## config.mk

```make
export PLATFORM = sky130hd
export DESIGN_NAME = alu8_core
export DESIGN_NICKNAME = d
export VERILOG_FILES = /design/src/rtl/alu8_pkg.sv /design/src/rtl/alu8_bin_add.sv /design/src/rtl/alu8_bcd_add.sv /design/src/rtl/alu8_misc_unit.sv /design/src/rtl/alu8_core.sv
export SDC_FILE = /design/constraint.sdc
export NUM_CORES = 1
export LEC_CHECK = 0
export BUFFER_PORTS_ARGS = -buffer_cell sky130_fd_sc_hd__clkbuf_2
export CAP_MARGIN = 20
export CORE_ASPECT_RATIO = 0.7
export CORE_MARGIN = 4
export CORE_UTILIZATION = 65
export DETAILED_ROUTE_END_ITERATION = 12
export PLACE_DENSITY = 0.87
export SLEW_MARGIN = 40
export SYNTH_ARGS = -nofsm -noshare
export SYNTH_HDL_FRONTEND = slang
export SYNTH_SLANG_ARGS = --single-unit
```

## constraint.sdc

```tcl
create_clock -name clk -period 1.45 [get_ports clk]
set_clock_uncertainty 0.05 [all_clocks]
set_input_delay 0.29 -clock clk [delete_from_list [all_inputs] [get_ports clk]]
set_output_delay 0.29 -clock clk [all_outputs]
set_load 0.01 [all_outputs]
```

## src/rtl/alu8_pkg.sv

```systemverilog
package alu8_pkg;

    typedef enum logic [3:0] {
        OP_ADD = 4'd0,
        OP_SUB = 4'd1,
        OP_CMP = 4'd2,
        OP_AND = 4'd3,
        OP_OR  = 4'd4,
        OP_XOR = 4'd5,
        OP_SHL = 4'd6,
        OP_SHR = 4'd7,
        OP_RTL = 4'd8,
        OP_RTR = 4'd9,
        OP_INC = 4'd10,
        OP_DEC = 4'd11,
        OP_BIT = 4'd12
    } alu_op_e;

    typedef struct packed {
        logic n;
        logic v;
        logic z;
        logic c;
    } alu_flags_t;

endpackage

```

## src/rtl/alu8_bin_add.sv

```systemverilog
// Binary add; subtract is the add of the complemented operand.
module alu8_bin_add #(
    parameter int WIDTH = 8
) (
    input  logic [WIDTH-1:0] a_i,
    input  logic [WIDTH-1:0] b_i,
    input  logic             cin_i,
    input  logic             sub_i,
    output logic [WIDTH-1:0] sum_o,
    output logic             cout_o,
    output logic             ovf_o
);
    localparam int MSB = WIDTH - 1;

    logic [WIDTH-1:0] b_eff;
    logic [WIDTH:0]   wide;

    always_comb begin
        b_eff  = sub_i ? ~b_i : b_i;
        wide   = {1'b0, a_i} + {1'b0, b_eff} + {{WIDTH{1'b0}}, cin_i};
        sum_o  = wide[MSB:0];
        cout_o = wide[WIDTH];
        ovf_o  = (a_i[MSB] == b_eff[MSB]) && (wide[MSB] != a_i[MSB]);
    end
endmodule

```

## src/rtl/alu8_bcd_add.sv

```systemverilog
// Digit-chained packed-BCD add and subtract.
module alu8_bcd_add #(
    parameter int DIGITS = 2
) (
    input  logic [4*DIGITS-1:0] a_i,
    input  logic [4*DIGITS-1:0] b_i,
    input  logic                cin_i,
    input  logic                sub_i,
    output logic [4*DIGITS-1:0] sum_o,
    output logic                cout_o
);
    logic [DIGITS:0] chain;

    assign chain[0] = sub_i ? ~cin_i : cin_i;

    for (genvar g = 0; g < DIGITS; g++) begin : g_digit
        logic [3:0] da, db, dout;
        logic [4:0] raw;
        logic       nxt;

        assign da = a_i[4*g +: 4];
        assign db = b_i[4*g +: 4];

        always_comb begin
            if (sub_i) begin
                raw = {1'b0, da} - {1'b0, db} - {4'b0, chain[g]};
                nxt = raw[4];
                dout = nxt ? (raw[3:0] + 4'd10) : raw[3:0];
            end else begin
                raw = {1'b0, da} + {1'b0, db} + {4'b0, chain[g]};
                nxt = (raw > 5'd9);
                dout = nxt ? (raw[3:0] - 4'd10) : raw[3:0];
            end
        end

        assign sum_o[4*g +: 4] = dout;
        assign chain[g+1]      = nxt;
    end

    assign cout_o = sub_i ? ~chain[DIGITS] : chain[DIGITS];
endmodule

```

## src/rtl/alu8_misc_unit.sv

```systemverilog
// Logic, shift, rotate, step, compare and bit-test datapath.
module alu8_misc_unit
    import alu8_pkg::*;
#(
    parameter int WIDTH = 8
) (
    input  logic [3:0]       op_i,
    input  logic [WIDTH-1:0] a_i,
    input  logic [WIDTH-1:0] b_i,
    input  logic             cin_i,
    output logic [WIDTH-1:0] res_o,
    output logic [WIDTH-1:0] nz_src_o,
    output logic             c_o,
    output logic             c_upd_o
);
    localparam int MSB = WIDTH - 1;

    logic [WIDTH:0] diff;

    always_comb begin
        diff     = {1'b0, a_i} - {1'b0, b_i};
        res_o    = a_i;
        nz_src_o = a_i;
        c_o      = cin_i;
        c_upd_o  = 1'b0;
        case (op_i)
            OP_CMP: begin
                nz_src_o = diff[MSB:0];
                c_o      = ~diff[WIDTH];
                c_upd_o  = 1'b1;
            end
            OP_AND: res_o = a_i & b_i;
            OP_OR:  res_o = a_i | b_i;
            OP_XOR: res_o = a_i ^ b_i;
            OP_SHL: begin
                res_o   = {a_i[MSB-1:0], 1'b0};
                c_o     = a_i[MSB];
                c_upd_o = 1'b1;
            end
            OP_SHR: begin
                res_o   = {1'b0, a_i[MSB:1]};
                c_o     = a_i[0];
                c_upd_o = 1'b1;
            end
            OP_RTL: begin
                res_o   = {a_i[MSB-1:0], cin_i};
                c_o     = a_i[MSB];
                c_upd_o = 1'b1;
            end
            OP_RTR: begin
                res_o   = {cin_i, a_i[MSB:1]};
                c_o     = a_i[0];
                c_upd_o = 1'b1;
            end
            OP_INC: res_o = a_i + 1'b1;
            OP_DEC: res_o = a_i - 1'b1;
            OP_BIT: nz_src_o = a_i & b_i;
            default: res_o = a_i;
        endcase
        if (op_i != OP_CMP && op_i != OP_BIT) begin
            nz_src_o = res_o;
        end
    end
endmodule

```

## src/rtl/alu8_core.sv

```systemverilog
module alu8_core
    import alu8_pkg::*;
#(
    parameter int WIDTH = 8
) (
    input  logic             clk,
    input  logic             rst_n,
    input  logic             start,
    input  logic [3:0]       op_code,
    input  logic [WIDTH-1:0] acc_in,
    input  logic [WIDTH-1:0] opr_in,
    input  logic             carry_in,
    input  logic             ovf_in,
    input  logic             dec_mode,
    output logic [WIDTH-1:0] result,
    output logic             flag_n,
    output logic             flag_v,
    output logic             flag_z,
    output logic             flag_c,
    output logic             done
);
    localparam int MSB    = WIDTH - 1;
    localparam int DIGITS = WIDTH / 4;

    typedef struct packed {
        logic [WIDTH-1:0] res;
        alu_flags_t       flg;
        logic             done;
    } core_state_t;

    core_state_t st_d, st_q;

    logic             is_arith, is_sub;
    logic [WIDTH-1:0] bin_sum, bcd_sum, misc_res, misc_nz;
    logic             bin_c, bin_v, bcd_c, misc_c, misc_cupd;

    assign is_arith = (op_code == OP_ADD) || (op_code == OP_SUB);
    assign is_sub   = (op_code == OP_SUB);

    alu8_bin_add #(.WIDTH(WIDTH)) u_bin (
        .a_i(acc_in), .b_i(opr_in), .cin_i(carry_in), .sub_i(is_sub),
        .sum_o(bin_sum), .cout_o(bin_c), .ovf_o(bin_v)
    );

    alu8_bcd_add #(.DIGITS(DIGITS)) u_bcd (
        .a_i(acc_in), .b_i(opr_in), .cin_i(carry_in), .sub_i(is_sub),
        .sum_o(bcd_sum), .cout_o(bcd_c)
    );

    alu8_misc_unit #(.WIDTH(WIDTH)) u_misc (
        .op_i(op_code), .a_i(acc_in), .b_i(opr_in), .cin_i(carry_in),
        .res_o(misc_res), .nz_src_o(misc_nz), .c_o(misc_c), .c_upd_o(misc_cupd)
    );

    always_comb begin
        st_d      = st_q;
        st_d.done = 1'b0;
        if (start) begin
            st_d.done = 1'b1;
            if (is_arith) begin
                st_d.res   = dec_mode ? bcd_sum : bin_sum;
                st_d.flg.c = dec_mode ? bcd_c : bin_c;
                st_d.flg.v = dec_mode ? ovf_in : bin_v;
                st_d.flg.n = st_d.res[MSB];
                st_d.flg.z = (st_d.res == '0);
            end else begin
                st_d.res   = misc_res;
                st_d.flg.c = misc_cupd ? misc_c : carry_in;
                st_d.flg.v = (op_code == OP_BIT) ? opr_in[MSB-1] : ovf_in;
                st_d.flg.n = (op_code == OP_BIT) ? opr_in[MSB]
                           : (op_code == OP_SHR) ? 1'b0 : misc_nz[MSB];
                st_d.flg.z = (misc_nz == '0);
            end
        end
    end

    always_ff @(posedge clk or negedge rst_n) begin
        if (!rst_n) begin
            st_q <= '0;
        end else begin
            st_q <= st_d;
        end
    end

    assign result = st_q.res;
    assign flag_n = st_q.flg.n;
    assign flag_v = st_q.flg.v;
    assign flag_z = st_q.flg.z;
    assign flag_c = st_q.flg.c;
    assign done   = st_q.done;
endmodule

```

==> flow_summary.ini, run 1 <==
[synth]
synth_top_area_share_pct = 17.70
syn_nets = 591
ys_top_cells_by_area = ha_1 18%, dfrtp_1 8.5%, xnor2_1 6.9%
synth.distinct_cells = 71
ys_async_sr_fraction_pct = 100.0
ys_seq_area_share_pct = 8.525
syn_area_per_cell_sq_um = 7.648
synthCells = 499
synth_ff_type = dfrtp_1
synth_edf_count = 0
ys_ff_latch = 13
yosys_warnings = 0
synth_area_sq_um = 3816
synth_area_leader_cell = ha_1

[cts]
cts.sinks = 13
ctsRootBufferMaster = clkbuf_8
numCtsBuffers = 3
h-tree-depth = 1
clock_path_buffers = 2

[placement]
post_dp_cell_area_sq_um = 5129
dpl.hpwl_microns = 12720
gp_congestion = 1.032
io_buffers = 38
placedCellCount = 726

[run_status]
status = stopped before the end
haltStage = global routing (5_1_grt)
error_line = [ERROR GRT-0116] Global routing finished with congestion. Check the congestion regions in the DRC Viewer.

[die]
die_width_microns = 99.58
initial_core_util_pct = 66.97
row_count = 23
die_h_microns = 72.11
ioPinCount = 39

[global_routing]
track_usage_pct = 70.43
grt_pass1_wl_microns = 37660
grt_pass1_vias = 6480
grt_overflow = 3
grt_max_degree = 41
[synth_stat cells, types with 3 or more instances]
library cell / count
a211o_1: 5
a211oi_1: 8
a21o_1: 10
a21oi_1: 42
a221oi_1: 3
a22oi_1: 4
a2bb2oi_1: 4
a31oi_1: 9
and3_1: 4
buf_2: 14
clkbuf_1: 8
dfrtp_1: 13
fa_1: 12
ha_1: 54
inv_1: 34
mux2_2: 5
mux2i_1: 11
nand2_1: 43
nand2b_1: 5
nand3_1: 11
nor2_1: 34
nor2b_1: 9
nor3_1: 12
nor4_1: 4
o211ai_1: 6
o21ai_0: 29
o21bai_1: 4
o221ai_1: 3
o22ai_1: 3
o2bb2ai_1: 3
or2_2: 3
or3_1: 4
xnor2_1: 30
xor2_1: 12
[cells by family after synthesis]
logic type	after synthesis	synth area share, %
adder cells (fa/ha/maj)	66	24.00
AO/OA/AOI/OAI	153	26.49
multiplexers	18	5.049
XOR/XNOR	42	9.639
buffers and inverters	61	6.951
AND/OR/NAND/NOR	146	19.34
flip-flops	13	8.525
[per-layer routing]
layer | GRT overflow | track usage [%]
met4 | 1 | 67.27
met3 | 0 | 57.73
met5 | 0 | 15.38
met2 | 2 | 86.01
met1 | 0 | 71.77
[timing repair]
item	in CTS
endpoints found under the setup margin	12
pin swaps	42
setup buffers	10
gates resized for setup	39
hold buffers	1
hold endpoints to repair	13
[metrics by stage]
stage / hold WS [ns] / utilization (%) / TNS [ns] / setup WS [ns]
4_1_cts: 0.3719 / 95.30 / -33.50 / -3.573
2_1_floorplan: -0.05559 / - / -34.62 / -3.778
3_3_place_gp: 0.1389 / 90.01 / -35.43 / -3.662
3_5_place_dp: 0.1595 / 90.01 / -38.53 / -3.995
==> run 2: changes to the inputs <==
--- a/config.mk
+++ b/config.mk
@@ -7,11 +7,10 @@
 export LEC_CHECK = 0
 export BUFFER_PORTS_ARGS = -buffer_cell sky130_fd_sc_hd__clkbuf_2
 export CAP_MARGIN = 20
-export CORE_ASPECT_RATIO = 0.7
 export CORE_MARGIN = 4
-export CORE_UTILIZATION = 65
+export CORE_UTILIZATION = 40
 export DETAILED_ROUTE_END_ITERATION = 12
-export PLACE_DENSITY = 0.87
+export PLACE_DENSITY_LB_ADDON = 0.15
 export SLEW_MARGIN = 40
 export SYNTH_ARGS = -nofsm -noshare
 export SYNTH_HDL_FRONTEND = slang
==> flow_summary.ini, run 2 <==
[setup_path]
reg2reg_depth = 4
cp_data_arrival_time_ns = 4.93
worst_setup_path_start_kind = primary input
end_kind = flop
required_ns = 1.53
cpMostUsedCell = fa_2
critical-path-max-stage-delay_ns = 0.41
r2r_end = flag_z
crit_fanout = 4
reg2reg_slack_ns = 0.40
crit_start = op_code[3]
cpMaxStageDelayCell = or3_4
path_cells = buf_6, or3_4, nor2_8, xnor2_4, inv_2, fa_2, fa_2, xnor2_4, and3_4, a21oi_2, a21boi_2, nand2_1, nand2_2, inv_2, fa_2, fa_2, xnor2_2, ha_2, a21oi_2, a21oi_2, mux2_4, o21ai_4, nor3_1, a41o_1
critPathKind = primary input to flop
r2r_start = flag_z
critical_path.endpoint = flag_z

[timing]
slew_viol_final = 0
fmax_mhz = 206.1
period_share_pct = 334.6
rsz0062_at_grt = true
relSlewSlack_pct = 62.92
worst_pin_slew_ns = 0.5548
fin_ws_ns = -3.402
hold_viol = 0
setup_viol = 12
fin_crit_ns = 4.852

[power_and_ir_drop]
leakage_nw = 2.746
ir_drop_v = 0.0004288
total_power_mw = 3.665
powerDensity_nw_per_um2 = 643.4

[synth]
synth_area_sq_um = 3816
synth_area_leader_cell = ha_1
ys_ff_latch = 13
syn_area_per_cell_sq_um = 7.648
synth.distinct_cells = 71
ys_async_sr_fraction_pct = 100.0
synthCells = 499
ys_seq_area_share_pct = 8.525
syn_nets = 591
synth.most_common_cell = ha_1
yosys_warnings = 0
synth_top_area_share_pct = 17.70
synthTopCellsByCount = 54 x ha_1, 43 x nand2_1, 42 x a21oi_1, 34 x inv_1, 34 x nor2_1
synth_ff_type = dfrtp_1
ys_top_cells_by_area = ha_1 18%, dfrtp_1 8.5%, xnor2_1 6.9%
synth_edf_count = 0

[route]
routed_via_density = 5.433
wl_microns = 13480
drc = 0
drtAntennaViolNets = 0
avgRoutedWirePerCell_microns = 16.60
num_vias = 4412
drt-initial-drc-count = 226
first_pass_iters = 5

[run_status]
status = complete, but fails checks
violations = negative setup slack

[cts]
clk_latency_ns = 0.24
clock_path_buffers = 2
numCtsBuffers = 3
ctsRootBufferMaster = clkbuf_8
h-tree-depth = 1
clk_pin_slew_ns = 0.05
cts.sinks = 13
cts_tree = yes

[flow_run]
cap_violations = 0

[finish]
fillCellCount = 863
fin_util_pct = 61.36
seq_area_sq_um = 325.3
final_common_cell = buf_4
largest_register_ff_count = 8
layout-drive-gt1-share_pct = 41.14
layout-area-overhead-vs-synth_pct = 49.28
multi_input_area_sq_um = 3512
fin_nets = 776
antenna_cells = 0
layoutNonFillerInstCount = 812
final_cell_mix = 160 x buf_4, 48 x ha_1, 40 x nand2_1, 37 x clkbuf_2, 34 x nor2_1

[die]
fp.coreArea_sq_um = 9284
die_width_microns = 105.7
row_count = 35
initial_core_util_pct = 41.11
dieArea_sq_um = 11170
die_h_microns = 105.7
ioPinCount = 39

[global_routing]
grt_max_degree = 41
grt_pass1_wl_microns = 21740
grt_overflow = 0
grt_pass1_vias = 4373
antenna_found_initial = 0
track_usage_pct = 23.70

[placement]
gp_congestion = 0.9465
io_buffers = 38
placedCellCount = 791
dpl.hpwl_microns = 10840

[hold_path]
hold_class = primary input to flop
[run 2: cell counts after synthesis]
No cell type changed its count.
[run 2: critical path, delay by kind of cell]
family	cells	cell delay (ns)
adder cells (fa/ha/maj)	5	1.72
AO/OA/AOI/OAI	6	0.80
XOR/XNOR	3	0.57
AND/OR/NAND/NOR	6	1.01
buffers and inverters	3	0.18
multiplexers	1	0.34
[run 2: power by group]
group / leakage, nW / total [mW] / internal, mW / switching (mW)
clock network: 0.0228 / 0.321 / 0.194 / 0.127
registers: 0.153 / 0.449 / 0.417 / 0.0314
logic: 2.57 / 2.90 / 1.50 / 1.40
total: 2.75 / 3.67 / 2.11 / 1.56
[run 2: layout make-up]
class	instances	area share (%)
Tap cell	129	2.833
Clock buffer	4	0.7907
Multi-Input combinational cell	425	61.65
Timing Repair Buffer	206	26.71
Sequential cell	13	5.711
Inverter	35	2.306
[run 2: layer usage]
| metal | global-route usage (%) | share of wire, % | wire length (microns) |
|---|---|---|---|
| met3 | 2.756 | 4.2 | 565 |
| met5 | 0 | 0 | 0 |
| met1 | 32.64 | 46 | 6169 |
| met2 | 40.21 | 48 | 6483 |
| met4 | 4.255 | 1.9 | 259 |
[run 2: cells by family (layout without fill, tap and decap cells)]
| kind of cell | after synthesis | in the layout | share of synthesized area (%) |
|---|---|---|---|
| AO/OA/AOI/OAI | 153 | 153 | 26.49 |
| XOR/XNOR | 42 | 42 | 9.639 |
| flip-flops | 13 | 13 | 8.525 |
| AND/OR/NAND/NOR | 146 | 146 | 19.34 |
| buffers and inverters | 61 | 245 | 6.951 |
| adder cells (fa/ha/maj) | 66 | 66 | 24.00 |
| multiplexers | 18 | 18 | 5.049 |
[run 2: how the worst min path moves through the flow]
stage | from | endpoint | slack (ns) | cells after the start
final | start | done | 0.35 | 2
after global routing | start | done | 0.35 | 2
after CTS | start | done | 0.35 | 2
after detailed placement | rst_n | done | 0.15 | 1
after global placement | rst_n | done | 0.15 | 1
after floorplan | rst_n | done | -0.06 | 0
[run 2: stage by stage]
| step | cell area [sq um] | TNS (ns) | setup slack, ns | hold slack (ns) |
|---|---|---|---|---|
| 3_3_place_gp | 5279 | -35.89 | -3.693 | 0.1458 |
| 6_report | 5697 | -31.65 | -3.402 | 0.3469 |
| 3_5_place_dp | 5279 | -37.31 | -3.871 | 0.1526 |
| 2_1_floorplan | 3959 | -34.62 | -3.778 | -0.05559 |
| 5_1_grt | 5697 | -33.45 | -3.587 | 0.3484 |
| 4_1_cts | 5466 | -31.80 | -3.367 | 0.3485 |
[run 2: what timing repair did]
action	CTS	global route
resized for setup	21	30
endpoints found under the setup margin	12	12
hold endpoints to repair	13	0
pin swaps	24	16
setup buffers	6	11
hold buffers	1	0
No activity file was read; power rests on OpenSTA's default activity.
